**src/rtl/lic_pkg.sv**
```systemverilog
package lic_pkg;

    localparam int LIC_LINES  = 32;
    localparam int LIC_ADDR_W = 8;
    localparam int LIC_NPROC  = 2;   // index 0: main CPU, index 1: coprocessor

    typedef enum logic [3:0] {
        SEL_NONE,
        SEL_FIQ_STAT,
        SEL_FRC,
        SEL_FRC_SET,
        SEL_FRC_CLR,
        SEL_CPU_EN,
        SEL_CPU_EN_SET,
        SEL_CPU_EN_CLR,
        SEL_CPU_CLS,
        SEL_COP_EN,
        SEL_COP_EN_SET,
        SEL_COP_EN_CLR,
        SEL_COP_CLS
    } lic_sel_e;

    // Byte offset to register select; offsets are fixed by the software map.
    function automatic lic_sel_e lic_decode(input logic [7:0] a);
        case (a)
            8'h08:   return SEL_FIQ_STAT;
            8'h14:   return SEL_FRC;
            8'h18:   return SEL_FRC_SET;
            8'h1C:   return SEL_FRC_CLR;
            8'h20:   return SEL_CPU_EN;
            8'h24:   return SEL_CPU_EN_SET;
            8'h28:   return SEL_CPU_EN_CLR;
            8'h2C:   return SEL_CPU_CLS;
            8'h30:   return SEL_COP_EN;
            8'h34:   return SEL_COP_EN_SET;
            8'h38:   return SEL_COP_EN_CLR;
            8'h3C:   return SEL_COP_CLS;
            default: return SEL_NONE;
        endcase
    endfunction

endpackage

```
**src/rtl/lic_setclr_reg.sv**
```systemverilog
// Mask register reachable only through write-one-to-set / write-one-to-clear.
module lic_setclr_reg #(
    parameter int W = 32
) (
    input  logic         clk,
    input  logic         rst_n,
    input  logic         set_we,
    input  logic         clr_we,
    input  logic [W-1:0] wdata,
    output logic [W-1:0] q
);
    logic [W-1:0] set_bits;
    logic [W-1:0] clr_bits;

    always_comb begin
        set_bits = set_we ? wdata : '0;
        clr_bits = clr_we ? wdata : '0;
    end

    always_ff @(posedge clk) begin
        if (!rst_n) q <= '0;
        else        q <= (q | set_bits) & ~clr_bits;
    end
endmodule

```
**src/rtl/lic_router.sv**
```systemverilog
// Per-processor request generation: pending lines split by class, registered.
module lic_router #(
    parameter int W = 32
) (
    input  logic         clk,
    input  logic         rst_n,
    input  logic [W-1:0] pend,
    input  logic [W-1:0] en,
    input  logic [W-1:0] cls,
    output logic         irq_o,
    output logic         fiq_o
);
    logic [W-1:0] live;

    assign live = pend & en;

    always_ff @(posedge clk) begin
        if (!rst_n) begin
            irq_o <= 1'b0;
            fiq_o <= 1'b0;
        end else begin
            irq_o <= |(live & ~cls);
            fiq_o <= |(live & cls);
        end
    end
endmodule

```
**src/rtl/lic_bank.sv**
```systemverilog
module lic_bank #(
    parameter int LINES  = lic_pkg::LIC_LINES,
    parameter int ADDR_W = lic_pkg::LIC_ADDR_W
) (
    input  logic              clk,
    input  logic              rst_n,
    input  logic [LINES-1:0]  irq_lines,
    input  logic [ADDR_W-1:0] bus_addr,
    input  logic [LINES-1:0]  bus_wdata,
    input  logic              bus_we,
    output logic [LINES-1:0]  bus_rdata,
    output logic              cpu_irq,
    output logic              cpu_fiq,
    output logic              cop_irq,
    output logic              cop_fiq
);
    import lic_pkg::*;

    localparam int NPROC = LIC_NPROC;

    lic_sel_e                      sel;
    logic [NPROC-1:0]              en_set_we;
    logic [NPROC-1:0]              en_clr_we;
    logic [NPROC-1:0]              cls_we;
    logic [NPROC-1:0][LINES-1:0]   en_q;
    logic [NPROC-1:0][LINES-1:0]   cls_q;
    logic [NPROC-1:0]              irq_q;
    logic [NPROC-1:0]              fiq_q;
    logic [LINES-1:0]              force_q;
    logic [LINES-1:0]              pend;
    logic                          frc_set_we;
    logic                          frc_clr_we;

    // Flat views used by the bound checker
    logic [LINES-1:0] cpu_en_q, cop_en_q, cpu_cls_q, cop_cls_q;
    assign cpu_en_q  = en_q[0];
    assign cop_en_q  = en_q[1];
    assign cpu_cls_q = cls_q[0];
    assign cop_cls_q = cls_q[1];

    // Offsets above the 8-bit map never decode
    always_comb begin
        if ((ADDR_W > 8) && ((bus_addr >> 8) != '0)) sel = SEL_NONE;
        else                                         sel = lic_decode(bus_addr[7:0]);
    end

    always_comb begin
        frc_set_we   = bus_we && (sel == SEL_FRC_SET);
        frc_clr_we   = bus_we && (sel == SEL_FRC_CLR);
        en_set_we[0] = bus_we && (sel == SEL_CPU_EN_SET);
        en_clr_we[0] = bus_we && (sel == SEL_CPU_EN_CLR);
        cls_we[0]    = bus_we && (sel == SEL_CPU_CLS);
        en_set_we[1] = bus_we && (sel == SEL_COP_EN_SET);
        en_clr_we[1] = bus_we && (sel == SEL_COP_EN_CLR);
        cls_we[1]    = bus_we && (sel == SEL_COP_CLS);
    end

    lic_setclr_reg #(.W(LINES)) u_force (
        .clk    (clk),
        .rst_n  (rst_n),
        .set_we (frc_set_we),
        .clr_we (frc_clr_we),
        .wdata  (bus_wdata),
        .q      (force_q)
    );

    assign pend = irq_lines | force_q;

    for (genvar p = 0; p < NPROC; p++) begin : g_proc
        lic_setclr_reg #(.W(LINES)) u_en (
            .clk    (clk),
            .rst_n  (rst_n),
            .set_we (en_set_we[p]),
            .clr_we (en_clr_we[p]),
            .wdata  (bus_wdata),
            .q      (en_q[p])
        );

        always_ff @(posedge clk) begin
            if (!rst_n)         cls_q[p] <= '0;
            else if (cls_we[p]) cls_q[p] <= bus_wdata;
        end

        lic_router #(.W(LINES)) u_route (
            .clk   (clk),
            .rst_n (rst_n),
            .pend  (pend),
            .en    (en_q[p]),
            .cls   (cls_q[p]),
            .irq_o (irq_q[p]),
            .fiq_o (fiq_q[p])
        );
    end

    assign cpu_irq = irq_q[0];
    assign cpu_fiq = fiq_q[0];
    assign cop_irq = irq_q[1];
    assign cop_fiq = fiq_q[1];

    // Read mux: aliases and unmapped offsets return zero
    always_comb begin
        unique case (sel)
            SEL_FIQ_STAT: bus_rdata = pend & en_q[0] & cls_q[0];
            SEL_FRC:      bus_rdata = force_q;
            SEL_CPU_EN:   bus_rdata = en_q[0];
            SEL_CPU_CLS:  bus_rdata = cls_q[0];
            SEL_COP_EN:   bus_rdata = en_q[1];
            SEL_COP_CLS:  bus_rdata = cls_q[1];
            default:      bus_rdata = '0;
        endcase
    end
endmodule

```
**config.mk**
```make
export PLATFORM = sky130hd
export DESIGN_NAME = lic_bank
export DESIGN_NICKNAME = d
export VERILOG_FILES = /design/src/rtl/lic_pkg.sv /design/src/rtl/lic_setclr_reg.sv /design/src/rtl/lic_router.sv /design/src/rtl/lic_bank.sv
export SDC_FILE = /design/constraint.sdc
export NUM_CORES = 1
export LEC_CHECK = 0
export ABC_AREA = 1
export BUFFER_PORTS_ARGS = -buffer_cell sky130_fd_sc_hd__buf_2
export CAP_MARGIN = 20
export CORE_AREA = 3 3 143 117
export CTS_CLUSTER_DIAMETER = 150
export DETAILED_ROUTE_END_ITERATION = 7
export DIE_AREA = 0 0 146 120
export PLACE_DENSITY = 0.8
export SETUP_SLACK_MARGIN = 0.4
export SYNTH_ARGS = -nofsm -noshare
export SYNTH_HDL_FRONTEND = slang
export SYNTH_SLANG_ARGS = --single-unit
export TNS_END_PERCENT = 10
```
**constraint.sdc**
```tcl
create_clock -name clk -period 2.3 [get_ports clk]
set_input_delay 0.46 -clock clk [delete_from_list [all_inputs] [get_ports clk]]
set_output_delay 0.46 -clock clk [all_outputs]
set_load 0.02 [all_outputs]
```
==> impl_metrics.ini, run 1 <==
[global_routing]
grt_pass1_wl_um = 48630
antenna_found_initial = 0
gr-usage-all-layers_pct = 34.25
grt_max_degree = 69
grt-ovfl-total = 0
grt_pass1_vias = 9750

[cts]
clk_latency_ps = 430
clk_pin_slew_ps = 60
cts.path.max_buffers = 2
cts_buffers = 17
holdBufCountCts = 0
clock-sinks = 164
htreeDepth = 4
root_buffer = clkbuf_16
cts_tree = built

[floorplan]
die_x_um = 146
die_area_um2 = 17520
die_h_um = 120
io_pins = 111
row_count = 41
start_util_pct = 58.01
core_um2 = 15540

[synth]
synth_top_family_by_area = simple AND/OR/NAND/NOR gates
synth_edf_count = 0
yosysMostFrequentCell = nand2_1
synth-compound-area-share_pct = 20.77
yosys_warnings = 0
synth_area_um2 = 9016
synth_top_cell_area_share_pct = 36.41
ys_async_sr_fraction_pct = 0
avgSynthCellArea_um2 = 6.274
ys_seq_area_share_pct = 36.41
synth_fa_ha_area_share_pct = 0
synth_top_cell_by_area = dfxtp_1
ys_top_cells_by_area = dfxtp_1 (36%), a21oi_1 (9.1%), nand3_1 (8.8%)
synth-simple-area-share_pct = 31.06
synth_common_cells = nand2_1 (204), nor2_1 (198), inv_1 (189)
synthMuxAreaShare_pct = 0
ys_types = 26
synthXorXnorAreaFrac_pct = 0
ys_ff_latch = 164
synth_flop_cell = dfxtp_1
syn-instance-count = 1437
syn_nets = 1512

[final_layout]
area.growth.synth_to_final_pct = 26.62
final_util_pct = 73.44
antenna_cells = 0
fin_nets = 1619
fin_area_um2 = 11420
drive_above_1_share_pct = 20.00

[route]
vias_per_cell = 5.806
post_drt_wl_per_cell_um = 17.31
drc_errors = 1
drtIter0Drc = 1225
detail-route-antenna-nets = 0
firstDrtPassIters = 8
vias = 10280
finalWirelength_um = 30630

[setup_path]
cp_cell_sequence = buf_8, nor2_4, nand4_1, nand2_2, nor2_4, buf_6, clkbuf_16, a21oi_2, nand3_2, buf_4
critPathMaxFanout = 4
slowest_delay_ps = 230
required_ps = 1840
critPathArrivalTime_ps = 1870
path_common_cell = nor2_4
path_class = in -> out
end_kind = output pin
cp-start-kind = primary input
slowest_stage = nand4_1

[power]
power_frac_clock_pct = 49.4
power.density_nw_per_um2 = 560.9
internal_power_uw = 4982
total_power_uw = 6403
p_sw_uw = 1420
peakVddDrop_v = 0.0005696
pwr-share-seq_pct = 44.5
swShare_pct = 22.18
p_leak_uw = 0.005084
power_frac_comb_pct = 6.1

[timing]
setup_viol_count_final = 11
fin_ws_ps = -29.90
whs_ps = 318.6
grt_setup_unrepaired = yes
fin_crit_ps = 2330
min_period_over_period_pct = 101.3
hold_viol = 0
fin_worst_skew_ps = 9.568
slew_violations = 0
worst_slew_pin_slew_ps = 650.1
clock.fmax_ghz = 0.4292
slew_headroom_pct = 56.66

[placed_design]
port_buffers = 110
hpwlAfterDp_um = 18980
gp_congestion = 0.8996
placed_cell_area_um2 = 10130

[outcome]
status = finished, violations left
violations = DRC, setup timing

[worst_hold_path]
hp-class = in -> reg

[run]
max-cap-violations = 0
-- layer usage --
metal / track usage [%] / vias to the layer above / share of wire, % / routed length [µm]
met3: 7.399 / 84 / 13 / 3830
li1: - / 4937 / - / -
met4: 13.10 / 0 / 2.8 / 855
met2: 54.40 / 641 / 44 / 13580
met5: 0 / - / 0 / 0
met1: 45.96 / 4614 / 40 / 12370
-- final timing paths --
check	from	end	slack, ps	cells after the start
setup / recovery	bus_addr[0]	bus_rdata[3]	-30	10
hold / removal	bus_wdata[18]	g_proc[1].u_en.q[18]	320	3
setup reg to reg	u_force.q[9]	g_proc[0].u_route.irq_o	810	7
hold reg to reg	cop_cls_q[19]	cop_cls_q[19]	480	2
-- repair_timing --
action / 4_1_cts / 5_1_grt
pin swaps: 16 / 4
endpoints found under the setup margin: 32 / 32
gates resized for setup: 86 / 39
buffers inserted: 11 / 0
endpoints found under the hold margin: 0 / 0
gates cloned: 2 / 2
-- cell usage in the layout, fill, tap and decap left out, types with 7 or more instances in the layout --
| cell type | instances |
|---|---|
| buf_6 | 25 |
| o21ai_1 | 28 |
| nand3_2 | 33 |
| a21oi_1 | 132 |
| dfxtp_1 | 164 |
| or2_2 | 21 |
| nand4_1 | 35 |
| inv_1 | 186 |
| inv_2 | 7 |
| nand3_1 | 126 |
| a21oi_4 | 10 |
| buf_4 | 48 |
| o22ai_1 | 23 |
| clkbuf_16 | 19 |
| nor2_1 | 193 |
| buf_12 | 12 |
| o21ai_0 | 152 |
| a21oi_2 | 22 |
| buf_2 | 72 |
| nand2_2 | 8 |
| nand2_1 | 194 |
-- stage by stage --
step	setup TNS, ps	std cells	setup WS [ps]
final	-138.5	1770	-29.90
after global routing	-2057	1770	-94.63
after CTS	0	1768	70.76
after detailed placement	-372.9	1725	-39.61
after global placement	0	1725	16.78
after floorplan	0	1437	340.5
-- registers in the layout, indices dropped and copies added (netlist names) --
name	cells
cpu_cls_q	32
cop_cls_q	32
u_force.q	32
g_proc.u_en.q	64
g_proc.u_route.fiq_o	2
g_proc.u_route.irq_o	2
-- power by group through the flow --
| stage | Sequential, µW | Combinational [µW] | Clock (µW) |
|---|---|---|---|
| 6_report | 2850 | 393 | 3160 |
| 2_1_floorplan | 2910 | 190 | 0 |
| 4_1_cts | 2850 | 373 | 3160 |
| 3_5_place_dp | 2910 | 349 | 0 |
| 5_1_grt | 2850 | 431 | 3290 |
| 3_3_place_gp | 2910 | 344 | 0 |
-- kinds of logic (layout without fill, tap and decap cells) --
group           Yosys count  count (layout)
compound gates          368             368
buf+inv                 268             386
flops                   164             164
simple gates            637             637
-- cell type report --
class                      count  area [µm²]
clock inverter                 8       172.7
fill                        1215        4128
sequential                   164        3283
clock buffer                  22       474.2
multi-input combinational   1005        5126
tap                          215       269.0
timing repair buffer         162        1363
inverter                     194       728.2
-- critical path, delay by kind of cell --
kind                   cells  cell delay (ps)
AO/OA/AOI/OAI              1              130
AND/OR/NAND/NOR            5              700
buffers and inverters      4              560
Power figures use the tool's default switching activity.
==> inputs of run 2 (changes only) <==
- CORE_AREA: 3 3 143 117 -> 3 3 146 120
- DIE_AREA: 0 0 146 120 -> 0 0 149 123
- PLACE_DENSITY: 0.8 -> 0.79
- SYNTH_HIERARCHICAL: unset -> 1
==> run 2 against run 1 <==
The run ends with setup timing left. Combinational power rose by 21%. Clock power fell by 2%. Die area rose by 4.6%. Synthesized area rose by 4.8%. Clock-buffer cell count fell by 3. Worst hold slack improved by 44 ps. Via count rose by 9.4%. Flip-flop and latch count did not move. Cell count rose by 8.5%. Core utilization rose by 1.3 points.
==> impl_metrics.ini, run 2 <==
[outcome]
status = finished, violations left
violations = setup timing

[route]
finalWirelength_um = 34260
vias_per_cell = 5.856
vias = 11240
detail-route-antenna-nets = 0
drtIter0Drc = 1529
drc_errors = 0
post_drt_wl_per_cell_um = 17.84
firstDrtPassIters = 7

[placed_design]
placed_cell_area_um2 = 10730
place_ws_ps = -602.0
gp_congestion = 0.8766
hpwlAfterDp_um = 19780
port_buffers = 110

[floorplan]
die_x_um = 149
core_um2 = 16290
die_area_um2 = 18330
start_util_pct = 58.00
io_pins = 111
row_count = 42
die_h_um = 123

[global_routing]
grt_max_degree = 60
antenna_found_initial = 1
gr-usage-all-layers_pct = 35.22
grt-ovfl-total = 0
grt_pass1_vias = 9985
grt_pass1_wl_um = 51140

[synth]
synth_area_um2 = 9449
avgSynthCellArea_um2 = 6.108
syn_nets = 1622
synth_top_cell_area_share_pct = 34.75
synth_top_cell_by_area = dfxtp_1
syn-instance-count = 1547
yosysMostFrequentCell = nand2_1
ys_types = 30
synth_common_cells = nand2_1 (380), nor2_1 (316), nand3_1 (172)
ys_top_cells_by_area = dfxtp_1 (35%), nand2_1 (15%), nor2_1 (13%)
synth_edf_count = 0
yosys_warnings = 6
ys_ff_latch = 164
synth_flop_cell = dfxtp_1
ys_seq_area_share_pct = 34.75
ys_async_sr_fraction_pct = 0

[timing]
grt_setup_unrepaired = yes
clock.fmax_ghz = 0.4109
fin_worst_skew_ps = 8.967
fin_ws_ps = -133.6
fin_tns_setup_ps = -2537
slew_headroom_pct = 74.87
min_period_over_period_pct = 105.8
fin_crit_ps = 2434
hold_viol = 0
slew_violations = 0
worst_slew_pin_slew_ps = 376.9
setup_viol_count_final = 31

[cts]
clk_latency_ps = 440
clock-sinks = 164
cts.path.max_buffers = 2
root_buffer = clkbuf_16
clk_pin_slew_ps = 70
htreeDepth = 4
cts_buffers = 17
cts_tree = built

[setup_path]
required_ps = 1840
path_class = in -> out
critPathMaxFanout = 33
critPathArrivalTime_ps = 1970
crit_buf_inv = 4
cpLargestDelayFamily = buffers and inverters
cp_cell_sequence = buf_8, nor2_4, nand2_2, buf_6, nor4_4, buf_12, nand2_1, a21boi_0, nand3_2, buf_2
end_kind = output pin
slowest_delay_ps = 280
cp-start-kind = primary input
slowest_stage = buf_12

[worst_hold_path]
hp-class = in -> reg

[final_layout]
most-common-layout-cells = nand2_1 (368), nor2_1 (301), dfxtp_1 (164)
regMostFlops = g_proc.u_en/q
largest_register_ff_count = 64
final_common_cell = nand2_1
nFillCells = 1247
fin_area_um2 = 12170
fin_nets = 1761
drive_above_1_share_pct = 20.78
area.growth.synth_to_final_pct = 28.84

[power]
peakVddDrop_v = 0.0005216
p_leak_uw = 0.005309
power.density_nw_per_um2 = 528.9

[run]
max-cap-violations = 0
==> run 2: cell types whose count changed after synthesis, moves of 19 or more <==
cell and change:
inv_1 -47, o21ai_0 -39, o22ai_1 -23, a21oi_1 -60, buf_4 +19, nor2_1 +118
clkbuf_1 -26, a21boi_0 +21, or2_2 -20, nand4_1 -32, nand2_1 +176
==> run 2: final cells by class <==
cell class                 count  area [µm²]  share of cell area (%)
tap                          220       275.3                   2.261
sequential                   164        3283                   26.97
clock inverter                13       178.9                   1.470
antenna                        1       2.502                 0.02055
inverter                     146       553.0                   4.543
clock buffer                  19       452.9                   3.720
timing repair buffer         186        1735                   14.25
multi-input combinational   1171        5693                   46.76
==> run 2: worst paths after layout <==
path	start	slack, ps	cells past startpoint	end
max	bus_addr[1]	-130	10	bus_rdata[20]
min	bus_wdata[25]	360	3	g_proc[0].u_en/q[25]
max reg2reg	u_force/q[14]	850	8	g_proc[1].u_route/irq_o
min reg2reg	u_force/q[24]	500	2	u_force/q[24]
==> run 2: cell families (layout without fill, tap and decap cells) <==
| logic type | Yosys count | after routing | synth area share [%] |
|---|---|---|---|
| compound gates | 263 | 263 | 14.72 |
| simple gates | 907 | 908 | 40.10 |
| flops | 164 | 164 | 34.75 |
| buf+inv | 213 | 364 | 10.43 |
| other cells | 0 | 1 | 0 |
==> run 2: where the power goes <==
part           leakage (µW)  internal [µW]  total [µW]  switching (µW)
Combinational       0.00367            168         476             308
Clock              0.000313           1870        3110            1240
Sequential          0.00132           2850        2850            8.15
==> run 2: metal layers <==
metal | up-vias | track usage, % | wire [µm]
met2 | 763 | 57.05 | 15620
met1 | 5094 | 45.13 | 13310
met3 | 154 | 7.622 | 3808
met5 | - | 0 | 7
li1 | 5230 | - | -
met4 | 2 | 16.70 | 1518
==> run 2: repair_timing <==
item,CTS,global route
buffers inserted,18,4
resized for setup,110,43
pin swaps,27,20
setup endpoints to repair,32,51
cloned,4,0
endpoints found under the hold margin,0,0
hold buffers,0,0
==> run 2: worst min-delay path: stages <==
cell and delay (ps):
buf_2 150, a21oi_1 80, nor2_1 70
==> run 2: metrics by stage <==
stage / utilization, % / total power (µW) / cells / hold WS [ps]
final: 74.73 / 6439 / 1920 / 362.3
after global routing: 74.72 / 6592 / 1919 / 371.6
after CTS: 73.60 / 6383 / 1915 / 353.8
after detailed placement: 65.89 / 3313 / 1861 / 483.7
after global placement: 65.89 / 3306 / 1861 / 470.8
after floorplan: - / 3122 / 1547 / 450.3
==> inputs of run 3 (changes only) <==
- CORE_AREA: 3 3 146 120 -> 2 2 139 114
- DIE_AREA: 0 0 149 123 -> 0 0 141 116
- PLACE_DENSITY: 0.79 -> 0.86
- clock period: 2.3 -> 3.05 ns (I/O delays scaled with it)
==> run 3 against run 2 <==
The run ends with DRC left. Highest routed layer is now met4. Sequential share of layout area rose by 2.0 points. Largest power group unchanged. Register-to-register slack improved by 740 ps. Global-route usage rose by 2.2 points. Critical path depth rose by 5. Sequential power fell by 25%. Clock power fell by 21%. Flip-flop and latch count did not move. Combinational power fell by 30%. Via count fell by 2.4%.
==> impl_metrics.ini, run 3 (same netlist as run 2, synthesis figures left out) <==
[timing]
setup_viol_count_final = 0
slew_violations = 0
clock.fmax_ghz = 0.3601
fin_crit_ps = 2777
hold_viol = 0
min_period_over_period_pct = 91.05
worst_slew_pin_slew_ps = 684.4
fin_tns_setup_ps = 0
slew_headroom_pct = 54.37
grt_setup_unrepaired = yes
fin_worst_skew_ps = 7.563

[placed_design]
gp_congestion = 0.8910
port_buffers = 110
hpwlAfterDp_um = 18000

[setup_path]
cp_cell_sequence = buf_2, inv_1, nand2_2, nor2_4, nand2_1, nand2_4, buf_4, nor2_4, buf_6, clkbuf_16, nand3_1, nand3_1, nor2_1, nand2_1, buf_2
timing.rr.end = g_proc[0].u_route/irq_o
critPathMaxFanout = 5
rr_startpoint = u_force/q[5]
cpLargestDelayFamily = buffers and inverters
reg2reg_setup_slack_ps = 1590
crit_start = bus_addr[7]
critPathArrivalTime_ps = 2170
crit_path_end = bus_rdata[31]
r2r_cells = 7
required_ps = 2440
cp-start-kind = primary input
crit_buf_inv = 6
end_kind = output pin
slowest_stage = buf_4
slowest_delay_ps = 160
path_class = in -> out
crit_cells = 15

[final_layout]
antenna_cells = 0
regMostFlops = g_proc.u_en/q
final_util_pct = 76.22
largest_register_ff_count = 64
drive_above_1_share_pct = 14.38
fin_nets = 1738
most-common-layout-cells = nand2_1 (375), nor2_1 (310), nand3_1 (168)
area.growth.synth_to_final_pct = 19.90
final_common_cell = nand2_1

[global_routing]
grt-ovfl-total = 0
gr-usage-all-layers_pct = 37.43
grt_pass1_wl_um = 48760
grt_pass1_vias = 9821
grt_max_degree = 163
antenna_found_initial = 0

[worst_hold_path]
hp-class = reg -> reg

[cts]
htreeDepth = 4
cts_tree = built
cts_buffers = 17
root_buffer = clkbuf_16
cts.path.max_buffers = 2
clk_pin_slew_ps = 60
clock-sinks = 164
holdBufCountCts = 0
clk_latency_ps = 440

[route]
post_drt_wl_per_cell_um = 17.07
detail-route-antenna-nets = 0
vias = 10970
drc_errors = 2
vias_per_cell = 5.884
finalWirelength_um = 31840
drtIter0Drc = 1672
firstDrtPassIters = 8

[floorplan]
start_util_pct = 63.57
row_count = 40
io_pins = 111
die_h_um = 116
die_area_um2 = 16360
die_x_um = 141
core_um2 = 14860

[power]
p_leak_uw = 0.004940
power.density_nw_per_um2 = 437.4
total_power_uw = 4956
peakVddDrop_v = 0.0005025

[run]
max-cap-violations = 0

[outcome]
violations = DRC
status = finished, violations left
run 3: changes by cell type in the layout (fill, tap and decap cells not counted), moves of 8 or more:
cell	delta
a21boi_0	+14
a21boi_2	-9
buf_12	-13
buf_2	+25
buf_6	-30
nand2_2	-8
nand3_1	+44
nand3_2	-43
nor2_1	+9
o21ai_0	+14
o21ai_2	-13
run 3: how the worst min path moves through the flow:
| stage | startpoint | end | slack, ps | cells past startpoint |
|---|---|---|---|---|
| 5_1_grt | u_force/q[9] | u_force/q[9] | 510 | 2 |
| 2_1_floorplan | u_force/q[5] | u_force/q[5] | 450 | 2 |
| 3_5_place_dp | u_force/q[5] | u_force/q[5] | 480 | 2 |
| 4_1_cts | u_force/q[5] | u_force/q[5] | 490 | 2 |
| 6_report | u_force/q[5] | u_force/q[5] | 490 | 2 |
| 3_3_place_gp | u_force/q[5] | u_force/q[5] | 470 | 2 |
run 3: cell type report:
cell class,count,area (µm²)
Fill cell,1131,3535
Clock buffer,19,442.9
Multi-Input combinational cell,1171,5334
Timing Repair Buffer,163,1255
Clock inverter,13,227.7
Inverter,146,550.5
Sequential cell,164,3283
Tap cell,189,236.5
run 3: worst min-delay path: stages (launching register included):
cell and delay [ps]:
dfxtp_1 340, a21oi_1 50, nor2_1 70
run 3: power breakdown:
group          total [µW]  switching (µW)  internal, µW  leakage, µW
logic                 333             225           108      0.00330
clock network        2470             915          1560     0.000323
registers            2150            5.85          2150      0.00132
total                4960            1150          3810      0.00494
run 3: per-layer routing:
| layer | GRT usage (%) | wire, µm |
|---|---|---|
| met5 | 0 | 0 |
| met4 | 16.00 | 1434 |
| met3 | 9.380 | 4149 |
| met2 | 59.45 | 13770 |
| met1 | 49.04 | 12490 |
run 3: repair_timing:
| action | CTS | global route |
|---|---|---|
| pin swaps | 5 | 7 |
| resized for setup | 26 | 52 |
| cloned | 2 | 4 |
| endpoints found under the hold margin | 0 | 0 |
| buffers inserted | 12 | 9 |
| endpoints found under the setup margin | 32 | 32 |
run 3: per-stage QoR:
step | worst slack, ps | std cells | instance area, µm² | hold WS (ps)
finish | 273.1 | 1865 | 11330 | 488.7
global placement | 109.8 | 1806 | 10110 | 465.4
floorplan | 586.0 | 1547 | 9449 | 450.3
detailed placement | 51.77 | 1806 | 10110 | 477.2
CTS | 302.4 | 1852 | 10990 | 491.6
global route | 199.0 | 1865 | 11330 | 511.4
